--- config.mk ---
export PLATFORM = sky130hd
export DESIGN_NAME = persist_bank_file
export DESIGN_NICKNAME = d
export VERILOG_FILES = /design/src/rtl/pbf_pkg.sv /design/src/rtl/pbf_commit_timer.sv /design/src/rtl/pbf_req_stage.sv /design/src/rtl/pbf_store.sv /design/src/rtl/persist_bank_file.sv
export SDC_FILE = /design/constraint.sdc
export NUM_CORES = 1
export LEC_CHECK = 0
export BUFFER_PORTS_ARGS = -buffer_cell sky130_fd_sc_hd__buf_4
export CAP_MARGIN = 0
export CORE_MARGIN = 5
export CORE_UTILIZATION = 61
export DETAILED_ROUTE_END_ITERATION = 16
export PLACE_DENSITY = 0.87
export RECOVER_POWER = 50
export REMOVE_ABC_BUFFERS = 1
export SYNTH_ARGS = -nofsm -noshare
export SYNTH_HDL_FRONTEND = slang
export SYNTH_SLANG_ARGS = --single-unit
--- constraint.sdc ---
create_clock -name clk -period 3 [get_ports clk]
set_input_delay 0.15 -clock clk [delete_from_list [all_inputs] [get_ports clk]]
set_output_delay 0.15 -clock clk [all_outputs]
set_load 0.005 [all_outputs]
--- src/rtl/pbf_pkg.sv ---
package pbf_pkg;
    localparam int unsigned PBF_DW    = 8;
    localparam int unsigned PBF_BANKS = 4;
    localparam int unsigned PBF_REGS  = 4;
    localparam int unsigned PBF_BSW   = $clog2(PBF_BANKS);
    localparam int unsigned PBF_RSW   = $clog2(PBF_REGS);
    localparam int unsigned PBF_AW    = PBF_BSW + PBF_RSW;

    typedef struct packed {
        logic              pend;
        logic [PBF_AW-1:0] addr;
        logic [PBF_DW-1:0] data;
    } pbf_stage_t;
endpackage

--- src/rtl/pbf_commit_timer.sv ---
module pbf_commit_timer #(
    parameter int unsigned PROG_CYCLES = 625000
) (
    input  logic clk,
    input  logic rst_n,
    input  logic start_i,
    output logic busy_o,
    output logic commit_o
);
    localparam int unsigned CW = $clog2(PROG_CYCLES + 1);

    typedef struct packed {
        logic          busy;
        logic [CW-1:0] cnt;
    } tmr_t;

    tmr_t tmr_d, tmr_q;

    always_comb begin
        tmr_d = tmr_q;
        if (tmr_q.busy) begin
            if (tmr_q.cnt == '0) begin
                tmr_d.busy = 1'b0;
            end else begin
                tmr_d.cnt = tmr_q.cnt - 1'b1;
            end
        end else if (start_i) begin
            tmr_d.busy = 1'b1;
            tmr_d.cnt  = CW'(PROG_CYCLES - 1);
        end
    end

    always_ff @(posedge clk or negedge rst_n) begin
        if (!rst_n) tmr_q <= '0;
        else        tmr_q <= tmr_d;
    end

    assign busy_o   = tmr_q.busy;
    assign commit_o = tmr_q.busy && (tmr_q.cnt == '0);

    AST_CNT_IN_WINDOW: assert property (@(posedge clk) disable iff (!rst_n)
        busy_o |-> (int'(tmr_q.cnt) < int'(PROG_CYCLES)));
    AST_NO_RESTART_WHILE_BUSY: assert property (@(posedge clk) disable iff (!rst_n)
        (busy_o && !commit_o) |=> busy_o);
endmodule

--- src/rtl/pbf_req_stage.sv ---
module pbf_req_stage
    import pbf_pkg::*;
(
    input  logic              clk,
    input  logic              rst_n,
    input  logic              frame_end_i,
    input  logic              wp_n_i,
    input  logic              busy_i,
    input  logic              wr_req_i,
    input  logic [PBF_AW-1:0] wr_addr_i,
    input  logic [PBF_DW-1:0] wr_data_i,
    input  logic              xf_req_i,
    input  logic [PBF_AW-1:0] xf_addr_i,
    input  logic [PBF_DW-1:0] xf_data_i,
    output logic              start_o,
    output logic [PBF_AW-1:0] stage_addr_o,
    output logic [PBF_DW-1:0] stage_data_o
);
    pbf_stage_t stg_d, stg_q;
    logic       accept;

    assign accept  = (wr_req_i || xf_req_i) && wp_n_i && !busy_i && !frame_end_i;
    assign start_o = frame_end_i && stg_q.pend && !busy_i;

    always_comb begin
        stg_d = stg_q;
        if (frame_end_i) begin
            stg_d.pend = 1'b0;
        end else if (accept) begin
            stg_d.pend = 1'b1;
            if (wr_req_i) begin
                stg_d.addr = wr_addr_i;
                stg_d.data = wr_data_i;
            end else begin
                stg_d.addr = xf_addr_i;
                stg_d.data = xf_data_i;
            end
        end
    end

    always_ff @(posedge clk or negedge rst_n) begin
        if (!rst_n) stg_q <= '0;
        else        stg_q <= stg_d;
    end

    assign stage_addr_o = stg_q.addr;
    assign stage_data_o = stg_q.data;

    AST_WP_BLOCKS_STAGING: assert property (@(posedge clk) disable iff (!rst_n)
        (!wp_n_i && !stg_q.pend) |=> !stg_q.pend);
    AST_BUSY_BLOCKS_STAGING: assert property (@(posedge clk) disable iff (!rst_n)
        (busy_i && !stg_q.pend) |=> !stg_q.pend);
    AST_FRAME_END_CLEARS: assert property (@(posedge clk) disable iff (!rst_n)
        frame_end_i |=> !stg_q.pend);
endmodule

--- src/rtl/pbf_store.sv ---
module pbf_store #(
    parameter int unsigned DW    = 8,
    parameter int unsigned DEPTH = 16,
    localparam int unsigned AW   = $clog2(DEPTH)
) (
    input  logic          clk,
    input  logic          por_n,
    input  logic          we_i,
    input  logic [AW-1:0] waddr_i,
    input  logic [DW-1:0] wdata_i,
    input  logic [AW-1:0] raddr_i,
    output logic [DW-1:0] rdata_o
);
    logic [DW-1:0] mem_d [DEPTH];
    logic [DW-1:0] mem_q [DEPTH];

    for (genvar g = 0; g < DEPTH; g++) begin : g_cell
        always_comb begin
            mem_d[g] = mem_q[g];
            if (we_i && (waddr_i == AW'(g))) mem_d[g] = wdata_i;
        end

        always_ff @(posedge clk or negedge por_n) begin
            if (!por_n) mem_q[g] <= '0;
            else        mem_q[g] <= mem_d[g];
        end
    end

    assign rdata_o = mem_q[raddr_i];
endmodule

--- src/rtl/persist_bank_file.sv ---
module persist_bank_file
    import pbf_pkg::*;
#(
    parameter int unsigned PROG_CYCLES = 625000
) (
    input  logic              clk,
    input  logic              por_n,
    input  logic              rst_n,
    input  logic              frame_end,
    input  logic              wp_n,
    input  logic              wr_req,
    input  logic [PBF_BSW-1:0] wr_bank,
    input  logic [PBF_RSW-1:0] wr_reg,
    input  logic [PBF_DW-1:0] wr_data,
    input  logic              xfer_req,
    input  logic [PBF_RSW-1:0] xfer_reg,
    input  logic [PBF_DW-1:0] wiper_val,
    input  logic [PBF_BSW-1:0] rd_bank,
    input  logic [PBF_RSW-1:0] rd_reg,
    output logic [PBF_DW-1:0] rd_data,
    output logic              busy,
    output logic [PBF_DW-1:0] status
);
    localparam int unsigned DEPTH = PBF_BANKS * PBF_REGS;

    logic              ctl_rst_n;
    logic              start;
    logic              commit;
    logic [PBF_AW-1:0] stage_addr;
    logic [PBF_DW-1:0] stage_data;

    assign ctl_rst_n = rst_n && por_n;

    pbf_req_stage u_stage (
        .clk          (clk),
        .rst_n        (ctl_rst_n),
        .frame_end_i  (frame_end),
        .wp_n_i       (wp_n),
        .busy_i       (busy),
        .wr_req_i     (wr_req),
        .wr_addr_i    ({wr_bank, wr_reg}),
        .wr_data_i    (wr_data),
        .xf_req_i     (xfer_req),
        .xf_addr_i    ({PBF_BSW'(0), xfer_reg}),
        .xf_data_i    (wiper_val),
        .start_o      (start),
        .stage_addr_o (stage_addr),
        .stage_data_o (stage_data)
    );

    pbf_commit_timer #(.PROG_CYCLES(PROG_CYCLES)) u_timer (
        .clk      (clk),
        .rst_n    (ctl_rst_n),
        .start_i  (start),
        .busy_o   (busy),
        .commit_o (commit)
    );

    pbf_store #(.DW(PBF_DW), .DEPTH(DEPTH)) u_store (
        .clk     (clk),
        .por_n   (por_n),
        .we_i    (commit),
        .waddr_i (stage_addr),
        .wdata_i (stage_data),
        .raddr_i ({rd_bank, rd_reg}),
        .rdata_o (rd_data)
    );

    assign status = {{(PBF_DW-1){1'b0}}, busy};

    AST_BUSY_NEEDS_FRAME_END: assert property (@(posedge clk) disable iff (!ctl_rst_n)
        $rose(busy) |-> $past(frame_end));
    AST_FROZEN_WHILE_BUSY: assert property (@(posedge clk) disable iff (!ctl_rst_n)
        (busy && $past(busy) && $stable(rd_bank) && $stable(rd_reg)) |-> $stable(rd_data));
    AST_FROZEN_WHILE_IDLE: assert property (@(posedge clk) disable iff (!ctl_rst_n)
        (!busy && !$past(busy) && $stable(rd_bank) && $stable(rd_reg)) |-> $stable(rd_data));
    AST_STATUS_TRACKS_BUSY: assert property (@(posedge clk) disable iff (!ctl_rst_n)
        $fell(busy) |-> (status == '0));
endmodule

==> results_dict.tcl, run 1 <==
set metrics [dict create \
    rows 41 \
    peakVddDrop_v 0.0003872 \
    drv_cap 1 \
    crit_start "u_timer.tmr_q[0]$_DFFE_PN0P_" \
    initial_core_util_pct 62.59 \
    critPathArrivalTime_ps 2940 \
    crit_end "u_store.mem_q[56]$_DFFE_PN0P_" \
    cts.clk_slew.worst_paths_ps 60 \
    synthDistinctLibCells 41 \
    clock_skew_ps 8.765 \
    hold_class "in2reg" \
    yosysWarnings 0 \
    p_sw_mw 1.005 \
    synth_area_sq_um 7930 \
    core_sq_um 12670 \
    cts_root_buf "clkbuf_16" \
    wl_met2_mm 8.755 \
    postCtsSetupBuffers 0 \
    failed_checks "max-capacitance violations, max-slew violations" \
    hp-start "frame_end" \
    chipWidth_um 124.0 \
    r2r_slack_ps 370 \
    wl_per_cell_um 22.02 \
    slew_viol_final 33 \
    final_common_cell "dfrtp_1" \
    drc 0 \
    slowest_delay_ps 640 \
    grt_max_degree 61 \
    switching_share_pct 21.38 \
    dpl.hpwl_mm 11.51 \
    h-tree-depth 4 \
    synth.avg_cell_area_sq_um 14.74 \
    insertion_delay_ps 430 \
    io_buffers 42 \
    met3_length_um 825 \
    firstDrtPassIters 5 \
    antenna_left 0 \
    overflow 0 \
    antenna_found_initial 0 \
    ctsHoldBuffers 4 \
    hold_viol 0 \
    grt_usage_pct 24.50 \
    place_ws_ps 455.7 \
    setup_viol 0 \
    power_density_nw_per_um2 518.1 \
    setup_ws_ps 372.7 \
    seqPwrFrac_pct 47.4 \
    clkPwrFrac_pct 48.8 \
    crit_type "reg2reg" \
    cts_tree "done" \
    antenna_cells 0 \
    reg2reg_to "u_store.mem_q[56]$_DFFE_PN0P_" \
    place_congestion 0.8192 \
    critPathMaxFanout 16 \
    area_growth_pct 14.41 \
    fp.dieArea_sq_um 15380 \
    seq_area_frac_synth_pct 51.12 \
    io_pins 50 \
    cp_num_buf_inv 2 \
    final_util_pct 71.60 \
    worstSetupPathDepth 7 \
    drtIter0Drc 408 \
    maxUsedRoutingLayer "met4" \
    wl_met1_mm 7.245 \
    clockBufferDepth 2 \
    final_cell_mix "dfrtp_1 (162), mux2_2 (121), buf_4 (51)" \
    grt_pass1_vias 5130 \
    period_minus_slack_ps 2627 \
    endpoint_kind "flop" \
    avgViaCountPerCell 6.211 \
    ys_ff_latch 162 \
    vias 4807 \
    fmax_ghz 0.3806 \
    crit_family "simple AND/OR/NAND/NOR gates" \
    max_slew_margin_pct -16.87 \
    wirelength_mm 17.04 \
    grt_pass1_wl_mm 28.08 \
    finalNetCount 624 \
    tightest_slew_ps 1753 \
    intPower_mw 3.696 \
    setup-tns-final_ps 0 \
    die_h_um 124.0 \
    p_leak_nw 4.351 \
    r2r_start "u_timer.tmr_q[0]$_DFFE_PN0P_" \
    startpoint_type "flop" \
    crit_slowest_cell "nor4_4" \
    drive_above_1_share_pct 45.35 \
    numCtsBuffers 17 \
    worstPathRequired_ps 3310 \
    clock_sinks 162 \
    cts.repair.resized 0 \
    fin_crit_sh_pct 87.58 \
    r2r_cells 7 \
    syn_inst 538 \
    rsz0062_at_grt "no" \
    crit_chain "inv_1 > ha_1 > nor3b_2 > nand4_4 > buf_4 > nor4_4 > mux2_2" \
    outcome "finished, violations left" \
    p_comb_share_pct 3.8 \
]
synthesized netlist by cell type (all sizes together):
| master | instances | area [sq um] |
|---|---|---|
| nand4b | 1 | 8.760 |
| nand2b | 3 | 18.77 |
| dfrtp | 162 | 4054 |
| nor2 | 24 | 90.09 |
| and3 | 1 | 6.260 |
| conb | 1 | 3.750 |
| nor3 | 9 | 55.05 |
| nor4b | 3 | 26.28 |
| buf | 16 | 100.1 |
| nand4 | 4 | 40.04 |
| ha | 2 | 25.02 |
| clkbuf | 18 | 67.56 |
| or3b | 3 | 26.28 |
| o211ai | 1 | 7.510 |
| and2 | 3 | 18.77 |
| a21oi | 12 | 60.06 |
| nand3 | 6 | 30.03 |
| mux2i | 23 | 230.2 |
| nor3b | 2 | 25.02 |
| o31ai | 3 | 22.52 |
| nand2 | 20 | 82.58 |
| o21bai | 1 | 7.510 |
| o21ai | 10 | 50.05 |
| or4 | 5 | 37.54 |
| nor4 | 21 | 401.6 |
| a41o | 1 | 10.01 |
| and4 | 1 | 8.760 |
| mux4 | 40 | 900.9 |
| a21o | 1 | 7.510 |
| or3 | 4 | 25.02 |
| inv | 6 | 22.52 |
| mux2 | 128 | 1441 |
| or2 | 3 | 18.77 |
metrics by stage:
stage          hold WS (ps)  power [mW]  std cells  cell area (sq um)
6_report              11.66       4.701        774               9072
3_5_place_dp          114.7       2.445        738               8427
2_1_floorplan        -145.6       2.318        510               7785
4_1_cts               6.638       4.717        774               9086
5_1_grt               25.77       4.840        774               9072
3_3_place_gp          104.8       2.438        738               8427
sequential cells by signal (all words and copies together), names as in the netlist:
name                  flops
u_timer.busy_o            1
u_stage.stg_q             1
u_stage.stage_addr_o      4
u_timer.tmr_q            20
u_store.mem_q           128
u_stage.stage_data_o      8
layer usage:
layer	vias to the layer above	track usage, %
met1	2559	33.14
met2	114	40.28
li1	2113	-
met3	21	5.813
met4	0	6.571
met5	-	0
logic make-up after synthesis:
family	share of synthesized area [%]
AND/OR/NAND/NOR	11.60
adder cells (fa/ha/maj)	0.3155
AO/OA/AOI/OAI	2.083
flip-flops	51.12
multiplexers	32.44
other	0.04729
buffers and inverters	2.398
worst reg2reg max path, delay by kind of cell (launching register included):
kind | cells | cell delay [ps]
muxes | 1 | 420
adders and majority gates | 1 | 160
DFF | 1 | 430
buffers and inverters | 2 | 400
and+or+nand+nor | 3 | 1100
worst min path at each step:
stage	endpoint	slack, ps	cells past startpoint
2_1_floorplan	u_store.mem_q[0]$_DFFE_PN0P_	-150	0
3_5_place_dp	u_store.mem_q[20]$_DFFE_PN0P_	110	1
3_3_place_gp	u_store.mem_q[20]$_DFFE_PN0P_	100	1
5_1_grt	u_stage.stg_q[12]$_DFFE_PN0P_	30	3
6_report	u_stage.stg_q[12]$_DFFE_PN0P_	10	3
4_1_cts	u_stage.stg_q[12]$_DFFE_PN0P_	7	3
area by class of cell:
| class | instances | area (sq um) |
|---|---|---|
| flip-flops and latches | 162 | 4054 |
| multi-input cells | 342 | 3709 |
| fillers | 831 | 3598 |
| clock buffers | 23 | 467.9 |
| repair buffers | 60 | 452.9 |
| well taps | 172 | 215.2 |
| clock inverters | 9 | 151.4 |
| inverters | 6 | 22.52 |
power groups by stage:
stage                     clock network (mW)  logic, mW  registers [mW]
after global routing                    2.41      0.200            2.23
after global placement                     0      0.175            2.26
after CTS                               2.31      0.185            2.22
after floorplan                            0     0.0680            2.25
final                                   2.30      0.179            2.23
after detailed placement                   0      0.181            2.26
(Power assumes the default switching activity.)
==> run 2: changes to the inputs <==
- CORE_ASPECT_RATIO: not set -> 0.7
- CTS_CLUSTER_SIZE: not set -> 20
==> results_dict.tcl, run 2 (synthesis results as in run 1) <==
set metrics [dict create \
    placed_area_sq_um 8467 \
    grt_pass1_wl_mm 30.90 \
    antenna_left 0 \
    worstPathRequired_ps 3310 \
    cts.clk_slew.worst_paths_ps 70 \
    fmax_ghz 0.3746 \
    final_cell_mix "dfrtp_1 (162), mux2_2 (121), buf_4 (56)" \
    clockBufferDepth 2 \
    critPathArrivalTime_ps 2980 \
    fin_crit_sh_pct 88.98 \
    max_slew_margin_pct -14.05 \
    top_register "u_store.mem_q" \
    h-tree-depth 4 \
    wirelength_mm 18.92 \
    dp.cells 735 \
    cts.repair.resized 0 \
    cp_num_buf_inv 2 \
    vias 5058 \
    drive_above_1_share_pct 46.71 \
    drc 0 \
    final_common_cell "dfrtp_1" \
    period_minus_slack_ps 2669 \
    crit_chain "inv_1 > ha_1 > nor3b_2 > nand4_4 > buf_4 > nor4_4 > mux2_2" \
    whs_ps 10.39 \
    antenna_found_initial 0 \
    numCtsBuffers 17 \
    firstDrtPassIters 8 \
    core_sq_um 12590 \
    grt_pass1_vias 5336 \
    rsz0062_at_grt "no" \
    endpoint_kind "flop" \
    drv_cap 1 \
    initial_core_util_pct 62.98 \
    critPathMaxFanout 16 \
    grt_max_degree 38 \
    avgViaCountPerCell 6.569 \
    drtIter0Drc 426 \
    final_cells 770 \
    p_leak_nw 4.353 \
    io_pins 50 \
    slowest_delay_ps 630 \
    slew_viol_final 30 \
    postCtsSetupBuffers 0 \
    rows 34 \
    io_buffers 42 \
    startpoint_type "flop" \
    crit_slowest_cell "nor4_4" \
    cts_root_buf "clkbuf_16" \
    crit_family "simple AND/OR/NAND/NOR gates" \
    failed_checks "max-capacitance violations, max-slew violations" \
    overflow 0 \
    fin_area_sq_um 9046 \
    place_ws_ps 407.6 \
    p_total_mw 4.547 \
    clock_sinks 162 \
    cts_tree "done" \
    clock_skew_ps 9.646 \
    antenna_cells 0 \
    hold_viol 0 \
    grt_usage_pct 25.85 \
    power_density_nw_per_um2 502.6 \
    outcome "finished, violations left" \
    final_util_pct 71.84 \
    crit_type "reg2reg" \
    place_congestion 0.8425 \
    largest_register_ff_count 128 \
    chipWidth_um 146.3 \
    insertion_delay_ps 430 \
    peakVddDrop_v 0.0004637 \
    setup_ws_ps 330.5 \
    wl_per_cell_um 24.57 \
    setup_viol 0 \
    tightest_slew_ps 1711 \
    ctsHoldBuffers 3 \
    finalNetCount 630 \
    setup-tns-final_ps 0 \
    fp.dieArea_sq_um 15420 \
    area_growth_pct 14.07 \
    die_h_um 105.4 \
    hold_class "in2reg" \
    dpl.hpwl_mm 12.09 \
]
-- run 2: cell types whose count changed in the layout (fill, tap and decap cells not counted), sizes merged --
| cell | delta |
|---|---|
| clkinvlp | +3 |
| buf | +5 |
| clkinv | -1 |
| inv | +7 |
| dlygate4sd3 | -1 |
| bufinv | -3 |
| clkbuf | -4 |
-- run 2: final timing paths --
| kind | slack, ps | startpoint | depth (start not counted) | to |
|---|---|---|---|---|
| setup / recovery | 330 | u_timer.tmr_q[0]$_DFFE_PN0P_ | 7 | u_store.mem_q[46]$_DFFE_PN0P_ |
| hold / removal | 10 | wr_bank[0] | 3 | u_stage.stage_addr_o[2]$_DFFE_PN0P_ |
| setup reg to reg | 330 | u_timer.tmr_q[0]$_DFFE_PN0P_ | 7 | u_store.mem_q[46]$_DFFE_PN0P_ |
| hold reg to reg | 490 | u_store.mem_q[82]$_DFFE_PN0P_ | 1 | u_store.mem_q[82]$_DFFE_PN0P_ |
| max in group asynchronous | 540 | por_n | 3 | u_store.mem_q[6]$_DFFE_PN0P_ |
| min in group asynchronous | 430 | rst_n | 4 | u_stage.stage_data_o[6]$_DFFE_PN0P_ |
-- run 2: report_power, final --
part	switching [mW]	internal (mW)	leakage (nW)
clock network	0.971	1.17	0.271
logic	0.115	0.0656	1.89
registers	0.0368	2.19	2.20
-- run 2: layout make-up --
cell class                      instances  area, sq um
Clock buffer                           17        425.4
Clock inverter                         15        145.1
Fill cell                             756         3546
Inverter                                6        22.52
Multi-Input combinational cell        342         3709
Sequential cell                       162         4054
Tap cell                              162        202.7
Timing Repair Buffer                   66        488.0
-- run 2: layer usage --
layer / wire, um / global-route usage, %
met1: 8191 / 36.87
met2: 9416 / 41.40
met3: 1145 / 5.277
met4: 168 / 6.644
met5: 0 / 0
-- run 2: worst reg2reg max path, stage by stage (launching register included) --
cell     delay, ps
dfrtp_1        440
inv_1          110
ha_1           160
nor3b_2        370
nand4_4        120
buf_4          300
nor4_4         640
mux2_2         420
==> run 3: changes to the inputs <==
- CORE_ASPECT_RATIO: 0.7 -> not set
- CORE_UTILIZATION: 61 -> 35
- PLACE_DENSITY: 0.87 -> 0.58
==> results_dict.tcl, run 3 (synthesis results as in run 1) <==
set metrics [dict create \
    outcome "finished clean" \
    cts.clk_slew.worst_paths_ps 70 \
    ctsHoldBuffers 4 \
    io_pins 50 \
    worstPathRequired_ps 3300 \
    wl_per_cell_um 20.27 \
    cts_root_buf "clkbuf_16" \
    startpoint_type "flop" \
    vias 4747 \
    clock_sinks 162 \
    place_congestion 0.7560 \
    whs_ps 16.33 \
    largest_register_ff_count 128 \
    io_buffers 42 \
    period_minus_slack_ps 2681 \
    antenna_left 0 \
    final_cells 896 \
    die_h_um 160.5 \
    core_sq_um 22500 \
    rows 55 \
    antenna_found_initial 0 \
    drc 0 \
    finalNetCount 633 \
    cts_tree "done" \
    area_growth_pct 17.34 \
    crit_slowest_cell "nor4_4" \
    final_common_cell "dfrtp_1" \
    insertion_delay_ps 430 \
    critPathMaxFanout 14 \
    critPathArrivalTime_ps 2980 \
    grt_max_degree 55 \
    endpoint_kind "flop" \
    slew_viol_final 0 \
    dp.cells 860 \
    postCtsSetupBuffers 0 \
    crit_chain "inv_1 > ha_1 > nor3b_2 > nand4_4 > buf_4 > nor4_4 > mux2_2" \
    crit_type "reg2reg" \
    p_leak_nw 4.413 \
    avgViaCountPerCell 5.298 \
    drtIter0Drc 252 \
    slowest_delay_ps 600 \
    fp.dieArea_sq_um 25770 \
    h-tree-depth 4 \
    grt_usage_pct 14.77 \
    clockBufferDepth 2 \
    grt_pass1_wl_mm 29.68 \
    hold_class "in2reg" \
    firstDrtPassIters 4 \
    numCtsBuffers 17 \
    final_cell_mix "dfrtp_1 (162), mux2_2 (121), buf_4 (57)" \
    fin_crit_sh_pct 89.36 \
    r2r_slack_ps 320 \
    wirelength_mm 18.16 \
    cts.repair.resized 0 \
    crit_family "simple AND/OR/NAND/NOR gates" \
    cp_num_buf_inv 2 \
    crit_start "u_timer.tmr_q[0]$_DFFE_PN0P_" \
    peakVddDrop_v 0.0003354 \
    hold_viol 0 \
    setup-tns-final_ps 0 \
    dpl.hpwl_mm 12.59 \
    clock_skew_ps 11.00 \
    top_register "u_store.mem_q" \
    r2r_start "u_timer.tmr_q[0]$_DFFE_PN0P_" \
    fmax_ghz 0.3730 \
    overflow 0 \
    initial_core_util_pct 35.24 \
    hp-start "frame_end" \
    max_slew_margin_pct 16.47 \
    power_density_nw_per_um2 507.6 \
    tightest_slew_ps 1253 \
    setup_viol 0 \
    rsz0062_at_grt "no" \
    chipWidth_um 160.5 \
    antenna_cells 0 \
    grt_pass1_vias 5140 \
    drive_above_1_share_pct 46.64 \
    drv_cap 0 \
]
run 3: cell count changes in the layout (fill, tap and decap cells not counted):
cell | before | now
inv_8 | 2 | 5
and2_1 | 2 | 3
clkbuf_1 | 2 | 3
buf_4 | 56 | 57
buf_12 | 0 | 2
bufinv_16 | 1 | 3
clkinv_2 | 2 | 0
clkinvlp_4 | 4 | 1
and2_0 | 1 | 0
dlygate4sd3_1 | 3 | 4
inv_6 | 6 | 4
run 3: worst paths after layout:
path,to,depth (start not counted)
max,u_store.mem_q[48]$_DFFE_PN0P_,7
min,u_stage.stg_q[12]$_DFFE_PN0P_,3
max reg2reg,u_store.mem_q[48]$_DFFE_PN0P_,7
min reg2reg,u_stage.stg_q[12]$_DFFE_PN0P_,1
max in group asynchronous,u_stage.stage_data_o[2]$_DFFE_PN0P_,4
min in group asynchronous,u_store.mem_q[99]$_DFFE_PN0P_,2
run 3: area by class of cell:
type | count | area [sq um]
well taps | 285 | 356.6
clock buffers | 19 | 432.9
clock inverters | 13 | 188.9
flip-flops and latches | 162 | 4054
multi-input cells | 342 | 3709
repair buffers | 69 | 541.8
fillers | 2063 | 13200
inverters | 6 | 22.52
run 3: metrics by stage:
step | cell area, sq um | power [mW] | utilization (%) | worst slack [ps]
global placement | 8661 | 2.451 | 38.49 | 400.8
detailed placement | 8661 | 2.457 | 38.49 | 330.1
floorplan | 7785 | 2.318 | - | 162.7
global route | 9305 | 4.913 | 41.35 | 155.8
finish | 9305 | 4.724 | 41.35 | 319.3
CTS | 9323 | 4.786 | 41.43 | 323.1
run 3: metal layers:
layer | part of all wire, % | global-route usage, % | routed length (um) | up-vias
li1 | - | - | - | 2136
met1 | 43 | 18.82 | 7838 | 2523
met2 | 53 | 25.75 | 9544 | 72
met3 | 3.1 | 2.977 | 556 | 16
met4 | 1.2 | 3.911 | 223 | 0
met5 | 0 | 0 | 0 | -
run 3: power by group:
group          internal [mW]  leakage [nW]  switching (mW)
Sequential              2.19          2.20          0.0331
Clock                   1.35         0.303           0.963
Combinational         0.0707          1.91           0.115
Total                   3.61          4.41            1.11
run 3: worst reg2reg max path, cell delays in order (launching register included):
cell	delay [ps]
dfrtp_1	430
inv_1	100
ha_1	160
nor3b_2	330
nand4_4	200
buf_4	310
nor4_4	610
mux2_2	420
